--- src/rtl/pic_pkg.sv ---
package pic_pkg;

    typedef enum logic [1:0] {
        ST_RUN,
        ST_GET_BASE,
        ST_GET_CASC,
        ST_GET_MODE
    } cfg_state_e;

    typedef enum logic {
        RB_REQ,
        RB_SVC
    } rb_sel_e;

    localparam int unsigned START_BIT   = 4;
    localparam int unsigned LEVEL_BIT   = 3;
    localparam int unsigned SINGLE_BIT  = 1;
    localparam int unsigned NEED4_BIT   = 0;
    localparam int unsigned AEOI_BIT    = 1;
    localparam int unsigned MASTER_BIT  = 2;
    localparam logic [2:0]  EOI_PREFIX  = 3'b011;

endpackage

--- src/rtl/pic_cmd_fsm.sv ---
module pic_cmd_fsm
    import pic_pkg::*;
#(
    parameter int unsigned DATA_W = 8,
    parameter int unsigned IDX_W  = 3
) (
    input  logic              clk,
    input  logic              rst_n,
    input  logic              cs,
    input  logic              a0,
    input  logic              wr,
    input  logic [DATA_W-1:0] din,
    output logic [DATA_W-1:0] imr,
    output logic [DATA_W-1:0] base,
    output logic [DATA_W-1:0] casc,
    output logic              level_mode,
    output logic              single,
    output logic              aeoi,
    output logic              master,
    output rb_sel_e           rb_sel,
    output logic              init_pulse,
    output logic              eoi_valid,
    output logic [IDX_W-1:0]  eoi_line,
    output logic              busy
);

    cfg_state_e state, state_nx;
    logic       need4;
    logic       cmd_wr, dat_wr, rb_cmd;

    assign cmd_wr     = cs && wr && !a0;
    assign dat_wr     = cs && wr && a0;
    assign init_pulse = cmd_wr && din[START_BIT];
    assign rb_cmd     = cmd_wr && !din[START_BIT] && (din[7:5] == 3'b000)
                        && din[LEVEL_BIT] && din[1];
    assign eoi_valid  = cmd_wr && (din[7:5] == EOI_PREFIX) && !din[START_BIT];
    assign eoi_line   = din[IDX_W-1:0];
    assign busy       = (state != ST_RUN);

    // state register
    always_ff @(posedge clk or negedge rst_n) begin
        if (!rst_n) state <= ST_RUN;
        else        state <= state_nx;
    end

    // next-state logic
    always_comb begin
        state_nx = state;
        if (init_pulse) begin
            state_nx = ST_GET_BASE;
        end else if (dat_wr) begin
            unique case (state)
                ST_RUN:      state_nx = ST_RUN;
                ST_GET_BASE: state_nx = !single ? ST_GET_CASC
                                      : (need4 ? ST_GET_MODE : ST_RUN);
                ST_GET_CASC: state_nx = need4 ? ST_GET_MODE : ST_RUN;
                ST_GET_MODE: state_nx = ST_RUN;
                default:     state_nx = ST_RUN;
            endcase
        end
    end

    // configuration and mask registers
    always_ff @(posedge clk or negedge rst_n) begin
        if (!rst_n) begin
            imr        <= '1;
            base       <= '0;
            casc       <= '0;
            level_mode <= 1'b0;
            single     <= 1'b1;
            need4      <= 1'b0;
            aeoi       <= 1'b0;
            master     <= 1'b1;
            rb_sel     <= RB_REQ;
        end else if (init_pulse) begin
            level_mode <= din[LEVEL_BIT];
            single     <= din[SINGLE_BIT];
            need4      <= din[NEED4_BIT];
            aeoi       <= 1'b0;
            master     <= 1'b1;
            imr        <= '0;
            rb_sel     <= RB_REQ;
        end else if (dat_wr) begin
            unique case (state)
                ST_RUN:      imr  <= din;
                ST_GET_BASE: base <= din;
                ST_GET_CASC: casc <= din;
                ST_GET_MODE: begin
                    aeoi   <= din[AEOI_BIT];
                    master <= din[MASTER_BIT];
                end
                default:     imr  <= imr;
            endcase
        end else if (rb_cmd) begin
            rb_sel <= din[0] ? RB_SVC : RB_REQ;
        end
    end

endmodule

--- src/rtl/pic_req_latch.sv ---
module pic_req_latch #(
    parameter int unsigned N_LINES = 8
) (
    input  logic               clk,
    input  logic               rst_n,
    input  logic               level_mode,
    input  logic [N_LINES-1:0] ir,
    input  logic [N_LINES-1:0] ack_clr,
    output logic [N_LINES-1:0] irr
);

    logic [N_LINES-1:0] ir_d;
    logic [N_LINES-1:0] rise;

    assign rise = ir & ~ir_d;

    always_ff @(posedge clk or negedge rst_n) begin
        if (!rst_n) begin
            ir_d <= '0;
            irr  <= '0;
        end else begin
            ir_d <= ir;
            if (level_mode) irr <= ir;
            else            irr <= (irr & ir & ~ack_clr) | rise;
        end
    end

endmodule

--- src/rtl/pic_arbiter.sv ---
module pic_arbiter #(
    parameter int unsigned N_LINES = 8,
    parameter int unsigned IDX_W   = 3
) (
    input  logic [N_LINES-1:0] irr,
    input  logic [N_LINES-1:0] imr,
    input  logic [N_LINES-1:0] isr,
    output logic               win_valid,
    output logic [IDX_W-1:0]   win_idx
);

    logic [N_LINES-1:0] blocked;
    logic [N_LINES-1:0] cand;

    assign blocked[0] = isr[0];
    for (genvar g = 1; g < N_LINES; g++) begin : g_block
        assign blocked[g] = blocked[g-1] | isr[g];
    end

    assign cand = irr & ~imr & ~blocked;

    always_comb begin
        win_valid = 1'b0;
        win_idx   = '0;
        for (int i = N_LINES - 1; i >= 0; i--) begin
            if (cand[i]) begin
                win_valid = 1'b1;
                win_idx   = IDX_W'(i);
            end
        end
    end

endmodule

--- src/rtl/prio_irq_ctrl.sv ---
module prio_irq_ctrl
    import pic_pkg::*;
#(
    parameter int unsigned N_LINES = 8,
    parameter int unsigned DATA_W  = 8,
    localparam int unsigned IDX_W  = $clog2(N_LINES)
) (
    input  logic              clk,
    input  logic              rst_n,
    input  logic              cs,
    input  logic              a0,
    input  logic              wr,
    input  logic              rd,
    input  logic [DATA_W-1:0] din,
    output logic [DATA_W-1:0] dout,
    input  logic [N_LINES-1:0] ir,
    output logic              irq_out,
    input  logic              inta,
    output logic [DATA_W-1:0] vec,
    output logic              vec_oe,
    input  logic [IDX_W-1:0]  cas_in,
    output logic [IDX_W-1:0]  cas_out,
    output logic              cas_drive
);

    logic [DATA_W-1:0]  imr_w, base, casc;
    logic               level_mode, single, aeoi, master;
    rb_sel_e            rb_sel;
    logic               init_pulse, eoi_valid, busy;
    logic [IDX_W-1:0]   eoi_line;
    logic [N_LINES-1:0] irr, isr, isr_nx, ack_clr;
    logic               win_valid;
    logic [IDX_W-1:0]   win_idx;
    logic               responding, master_fwd, set_isr;

    pic_cmd_fsm #(.DATA_W(DATA_W), .IDX_W(IDX_W)) u_fsm (
        .clk        (clk),
        .rst_n      (rst_n),
        .cs         (cs),
        .a0         (a0),
        .wr         (wr),
        .din        (din),
        .imr        (imr_w),
        .base       (base),
        .casc       (casc),
        .level_mode (level_mode),
        .single     (single),
        .aeoi       (aeoi),
        .master     (master),
        .rb_sel     (rb_sel),
        .init_pulse (init_pulse),
        .eoi_valid  (eoi_valid),
        .eoi_line   (eoi_line),
        .busy       (busy)
    );

    pic_req_latch #(.N_LINES(N_LINES)) u_req (
        .clk        (clk),
        .rst_n      (rst_n),
        .level_mode (level_mode),
        .ir         (ir),
        .ack_clr    (ack_clr),
        .irr        (irr)
    );

    pic_arbiter #(.N_LINES(N_LINES), .IDX_W(IDX_W)) u_arb (
        .irr       (irr),
        .imr       (imr_w[N_LINES-1:0]),
        .isr       (isr),
        .win_valid (win_valid),
        .win_idx   (win_idx)
    );

    // acknowledge handling
    assign responding = inta && (single || master || (cas_in == casc[IDX_W-1:0]));
    assign master_fwd = !single && master && win_valid && casc[win_idx];
    assign set_isr    = responding && win_valid && !aeoi;
    assign ack_clr    = (responding && win_valid) ? (N_LINES'(1) << win_idx) : '0;

    assign irq_out    = win_valid && !busy;
    assign vec_oe     = responding && !master_fwd;
    assign cas_drive  = inta && master_fwd;
    assign cas_out    = win_idx;
    assign vec        = base + (win_valid ? DATA_W'(win_idx) : DATA_W'(N_LINES - 1));

    // in-service register
    always_comb begin
        isr_nx = isr;
        if (eoi_valid) isr_nx[eoi_line] = 1'b0;
        if (set_isr)   isr_nx[win_idx]  = 1'b1;
    end

    always_ff @(posedge clk or negedge rst_n) begin
        if (!rst_n)          isr <= '0;
        else if (init_pulse) isr <= '0;
        else                 isr <= isr_nx;
    end

    // readback
    always_comb begin
        dout = '0;
        if (cs && rd) begin
            if (a0)                  dout = imr_w;
            else if (rb_sel == RB_SVC) dout = DATA_W'(isr);
            else                     dout = DATA_W'(irr);
        end
    end

endmodule

--- config.mk ---
export PLATFORM = sky130hd
export DESIGN_NAME = prio_irq_ctrl
export DESIGN_NICKNAME = d
export VERILOG_FILES = /design/src/rtl/pic_pkg.sv /design/src/rtl/pic_cmd_fsm.sv /design/src/rtl/pic_req_latch.sv /design/src/rtl/pic_arbiter.sv /design/src/rtl/prio_irq_ctrl.sv
export SDC_FILE = /design/constraint.sdc
export NUM_CORES = 1
export LEC_CHECK = 0
export CAP_MARGIN = 30
export CORE_MARGIN = 5
export CORE_UTILIZATION = 40
export CTS_CLUSTER_DIAMETER = 150
export CTS_CLUSTER_SIZE = 14
export DETAILED_ROUTE_END_ITERATION = 16
export DONT_BUFFER_PORTS = 1
export HOLD_SLACK_MARGIN = 0.1
export SYNTH_ARGS = -nofsm -noshare
export SYNTH_HDL_FRONTEND = slang
export SYNTH_HIERARCHICAL = 1
export SYNTH_SLANG_ARGS = --single-unit
--- constraint.sdc ---
create_clock -name clk -period 6.3 [get_ports clk]
set_input_delay 1.26 -clock clk [delete_from_list [all_inputs] [get_ports clk]]
set_output_delay 1.26 -clock clk [all_outputs]
set_load 0.02 [all_outputs]
=== Word level (Yosys, flattened, before mapping) ===
Cells that the tools add are included.

* $add $sub $neg: 1
* Order comparisons: 4
* Eq/ne operators: 6
* Shift operators: 1
* Multiplexer cells: 49
* Bitwise logic cells: 21
* Reduce and logical (&&, ||, !) cells: 43

{| class="wikitable"
|+ Operators with widths
! cell !! number
|-
| two-way mux 8 bit || 11
|-
| bitwise AND 8 bit || 6
|-
| inverter 8 bit || 5
|-
| two-way mux 3 bit || 9
|-
| logical AND 1 bit || 22
|-
| two-way mux 1 bit || 21
|-
| OR 8 bit || 2
|-
| nonzero test 2 bit || 5
|-
| adder 8 x 3 -> 8 bit || 1
|-
| < comparator 3 x 4 -> 1 bit, second input constant || 2
|-
| two-way mux 2 bit || 4
|-
| left shift 1 x 3 -> 8 bit, first input constant || 1
|-
| OR 1 bit || 7
|-
| demux 1 bit (select 3 bit) || 2
|-
| greater-or-equal comparator 3 x 1 -> 1 bit, second input constant || 2
|-
| logical NOT 1 bit || 6
|-
| case mux 2 bit (3 select lines) || 1
|-
| AND reduction 2 bit || 3
|-
| AND reduction 3 bit || 2
|-
| equality test 2 bit, second input constant || 2
|-
| binary-select mux 1 bit (select 3 bit) || 1
|-
| equality test 3 x 2 -> 1 bit, second input constant || 1
|-
| equality test 3 bit || 1
|-
| logical NOT 3 bit || 1
|-
| 6 further kinds || 7
|}

* Register bits: 56
* Input port bits: 26
* Output and inout bits: 22
* Word-level logic and storage cells: 138

=== Depth between registers and ports, before layout ===
* Word-level depth: 24
* Mapped depth: 13
* Gate-level depth less buffers: 12

=== Hierarchy ===
The synthesis kept the hierarchy.

{| class="wikitable"
|+ By module, submodules not included
! module !! instances !! cells an instance !! area each (µm²) !! seq. area each (µm²)
|-
| pic_cmd_fsm || 1 || 114 || 1487.7 || 813.3
|-
| prio_irq_ctrl || 1 || 132 || 1019.7 || 200.2
|-
| pic_req_latch || 1 || 41 || 561.8 || 400.4
|-
| pic_arbiter || 1 || 29 || 202.7 || 0.0
|}

=== Worst setup path before layout ===
No wires, ideal clock.

* Kind: reg2out
* Start point: reg isr[2]
* End point: out vec[6]
* Data arrival time: 3.404 ns
* Data required time: 5.040 ns
* Setup slack: 1.636 ns
* Cell stages (with the launch flop): 14
* Path buffers: 1
* Path through: dfrtp_1 > or4_4 > nor4b_4 > nand3_1 > a21oi_1 > clkbuf_8 > nand2b_1 > ha_1 > inv_1 > fa_1 > nor2b_1 > o21ai_0 > nor2_1 > xor2_1

* Word-level cells in the longest chain between the ends: 18
* Elaborated cells on any way between the ends: 26
* Classes of those cells: 1 x add/sub; 17 x mux; 8 x bitwise

{| class="wikitable"
|+ RTL lines
! element !! RTL line !! text
|-
| from (decl) || prio_irq_ctrl.sv:31 || <nowiki>logic [N_LINES-1:0] irr, isr, isr_nx, ack_clr;</nowiki>
|-
| from (signal assigned) || prio_irq_ctrl.sv:96 || <nowiki>else isr <= isr_nx;</nowiki>
|-
| OR 1 bit (*) || pic_arbiter.sv:17 || <nowiki>assign blocked[g] = blocked[g-1] | isr[g];</nowiki>
|-
| OR 1 bit (5 in a row) || pic_arbiter.sv:17 ||
|-
| inverter 8 bit (*) || pic_arbiter.sv:20 || <nowiki>assign cand = irr & ~imr & ~blocked;</nowiki>
|-
| bitwise AND 8 bit (*) || pic_arbiter.sv:20 ||
|-
| two-way mux 3 bit (5 in a row) || pic_arbiter.sv:26 || <nowiki>if (cand[i]) begin</nowiki>
|-
| two-way mux 3 bit (*) (3 in a row) || pic_arbiter.sv:26 ||
|-
| via cas_out[0] || prio_irq_ctrl.sv:22 || <nowiki>output logic [IDX_W-1:0] cas_out,</nowiki>
|-
| two-way mux 3 bit (*) || prio_irq_ctrl.sv:84 || <nowiki>assign vec = base + (win_valid ? DATA_W'(win_idx) : DATA_W'(N_LINES - 1));</nowiki>
|-
| adder 8 x 3 -> 8 bit (*) || prio_irq_ctrl.sv:84 ||
|-
| to (decl) || prio_irq_ctrl.sv:19 || <nowiki>output logic [DATA_W-1:0] vec,</nowiki>
|}

Mark *: on every way through the listed nets, which the timed path passes. The rest lies on a longest branch.

=== Worst setup path after layout ===
* Start point: reg isr[0]
* End point: out vec[6]

* Word-level cells in the longest chain between the ends: 19
* Elaborated cells on any way between the ends: 27
* Classes of those cells: 1 x add/sub; 17 x mux; 9 x bitwise

{| class="wikitable"
|+ RTL lines
! element !! RTL line
|-
| OR 1 bit (7 in a row) || pic_arbiter.sv:17
|-
| inverter 8 bit (*) || pic_arbiter.sv:20
|-
| bitwise AND 8 bit (*) || pic_arbiter.sv:20
|-
| two-way mux 3 bit / two-way mux 1 bit (equally long branches) (8 in a row) || pic_arbiter.sv:26
|-
| two-way mux 3 bit (*) || prio_irq_ctrl.sv:84
|-
| adder 8 x 3 -> 8 bit (*) || prio_irq_ctrl.sv:84
|}

Every way passes the cells marked *; elsewhere a longest branch is shown, timed or not.

==> impl_metrics.tcl <==
set metrics [dict create \
    status "completed" \
    grt_setup_unrepaired "no" \
    syn_to_final_growth_pct 4.44 \
    die_w_um 100 \
    period_needed_ns 4.89 \
    drive_above_1_share_pct 18.2 \
    start_util_pct 40.4 \
    cts.htree.levels 2 \
    first_pass_iters 4 \
    core_um2 8090 \
    die_h_um 100 \
    synth_top_flop_cell "dfrtp_1" \
    clockBufferDepth 2 \
    antenna_left 0 \
    ys_warn_count 6 \
    use_met1_pct 22.9 \
    clkPwrFrac_pct 14.1 \
    drt_iter0_drc 129 \
    vias 2307 \
    p_per_area_nw_per_um2 492 \
    cp.arrival_ns 3.63 \
    yosys.cell_types.count 57 \
    cp-end-kind "output port" \
    hold_violations 0 \
    p_int_mw 0.940 \
    cts_tree "yes" \
    antenna_found_initial 0 \
    irDropWorstVdd_mv 0.169 \
    post_cts_buffers 0 \
    crit_path_start_kind "register" \
    drt-total-wl_um 7940 \
    layout_commonest_cell "dfrtp_1" \
    worstPathRequired_ns 5.04 \
    syn_avg_cell_area_um2 10.4 \
    final_nets 342 \
    drv_slew 0 \
    cts_sinks 56 \
    path_class "register to output port" \
    min_path_type "register to register" \
    skew_ns 0.0102 \
    grt_pass1_wl_um 13300 \
    ios 48 \
    grt_busiest_layer "met2" \
    drc 0 \
    synth_edf_count 0 \
    yosys.area.top_type "dfrtp_1" \
    hold-worst-slack_ns 0.511 \
    overflow 0 \
    synth_area_leaders "dfrtp_1, dfstp_2, mux2_4" \
    yosysTopAreaCellShare_pct 35.2 \
    ys_ff_latch 56 \
    cts_buffers 5 \
    postCtsHoldBufs 0 \
    clkLatencyLatePin_ns 0.31 \
    wl_per_cell_um 19.0 \
    switching_share_pct 44.1 \
    max_slew_margin_pct 54.5 \
    setup_violations 0 \
    seq_area_frac_synth_pct 43.2 \
    post_cts_resized 0 \
    final_cell_mix "dfrtp_1, nor2_1, a21oi_1" \
    dieArea_um2 10100 \
    dp_hpwl_um 5860 \
    use_met2_pct 26.5 \
    clkTransAtPathRegs_ns 0.10 \
    grt.total_usage_pct 16.6 \
    fin_crit_sh_pct 77.6 \
    switchingPower_mw 0.741 \
    gp_congestion 0.825 \
    syn-instance-count 316 \
    max_cap_viol_count 0 \
    antenna_cells 0 \
    seqPwrFrac_pct 37.5 \
    synth_area_um2 3270 \
    post-route-util_pct 42.2 \
    synthArstFlopShare_pct 100 \
    leakage_nw 1.44 \
    grt_start_max_net_pins 57 \
    power_mw 1.68 \
    rrSetupSlack_ns 3.65 \
    finalSetupTns_ns 0 \
    io_buffers 0 \
    synth.net_count 346 \
    crit_fanout 12 \
    worst_slew_pin_slew_ns 0.683 \
    routed_via_density 5.52 \
    cts_root_buffer "clkbuf_8" \
    rows 33 \
    fmax_mhz 205 \
    combPwrFrac_pct 48.4 \
    first_global_vias 2429 \
    grtUsageMet3_pct 3.20 \
]
## path summary, 6_finish.rpt
| check | depth (start not counted) | startpoint | to |
|---|---|---|---|
| max | 13 | isr[0] | vec[6] |
| min | 1 | u_fsm/casc[4] | u_fsm/casc[4] |
| max reg2reg | 9 | isr[0] | u_req/irr[0] |
| min reg2reg | 1 | u_fsm/casc[4] | u_fsm/casc[4] |
| max in group asynchronous | 0 | rst_n | u_fsm/imr[6] |
| min in group asynchronous | 0 | rst_n | u_fsm/casc[1] |
## cells in the mapped netlist (3+ instances only)
cell type	count
o21ai_0	13
nand3b_1	3
xnor2_1	7
mux2_4	9
o31ai_1	5
a22o_1	3
dfrtp_1	46
nor2_1	31
dfstp_2	10
o211ai_1	7
mux2i_1	8
ha_1	3
nand4_1	4
nor3_1	4
nor2b_1	14
o31a_1	8
nand2_1	17
a21oi_1	21
nand3_1	7
inv_1	16
buf_6	4
mux2_2	12
nand2b_1	12
buf_4	4
## sequential cells by signal, summed over array words and instances, names as in the netlist
register and count:
u_fsm/aeoi 1, u_fsm/need4 1, u_fsm/casc 8, u_fsm/rb_sel 1, u_req/irr 8, u_fsm/master 1
u_req/ir_d 8, u_fsm/base 8, u_fsm/level_mode 1, u_fsm/single 1, u_fsm/state 2, isr 8
u_fsm/imr 8
## power groups by stage
stage	sequential (mW)	combinational, mW	clock, mW
3_5_place_dp	0.637	0.819	0
3_3_place_gp	0.633	0.807	0
5_1_grt	0.651	0.900	0.257
6_report	0.630	0.814	0.237
4_1_cts	0.630	0.822	0.244
2_1_floorplan	0.568	0.735	0
## kinds of logic after synthesis
group                      count (synthesis)  synth area share (%)
xor gates and xnor gates                   9                  2.41
adders and majority gates                  4                  1.76
DFF                                       56                  43.2
AOI/OAI and AO/OA                         69                  14.1
and+or+nand+nor                          118                  21.6
muxes                                     30                  11.4
buffers and inverters                     30                  5.51
## stage by stage
step	std cells	setup WS (ns)	instance area, um^2
global route	418	1.13	3420
finish	418	1.41	3420
floorplan	316	1.64	3270
detailed placement	410	1.76	3310
global placement	410	1.83	3310
CTS	418	1.40	3420
## worst max-delay path, stage by stage (launching register included)
cell and delay (ns):
dfrtp_1 0.46, or4_4 0.55, nor4b_4 0.26, nand3_1 0.10, a21oi_1 0.13, buf_4 0.25, nand2b_1 0.16, ha_1 0.17
inv_1 0.05, fa_1 0.40, nor2b_1 0.13, o21ai_0 0.12, nor2_1 0.14, xor2_1 0.39
## cell type report
| class | instances | area (um^2) |
|---|---|---|
| clock buffers | 5 | 68.8 |
| well taps | 105 | 131 |
| inverters | 16 | 60.1 |
| clock inverters | 3 | 42.5 |
| repair buffers | 3 | 22.5 |
| fillers | 809 | 4680 |
| multi-input cells | 230 | 1680 |
| flip-flops and latches | 56 | 1410 |
## metal layers
metal	part of all wire, %	routed length, um
met2	47	3690
met3	5.9	468
met5	0	0
met1	46	3650
met4	1.6	129
(Power assumes the default switching activity.)
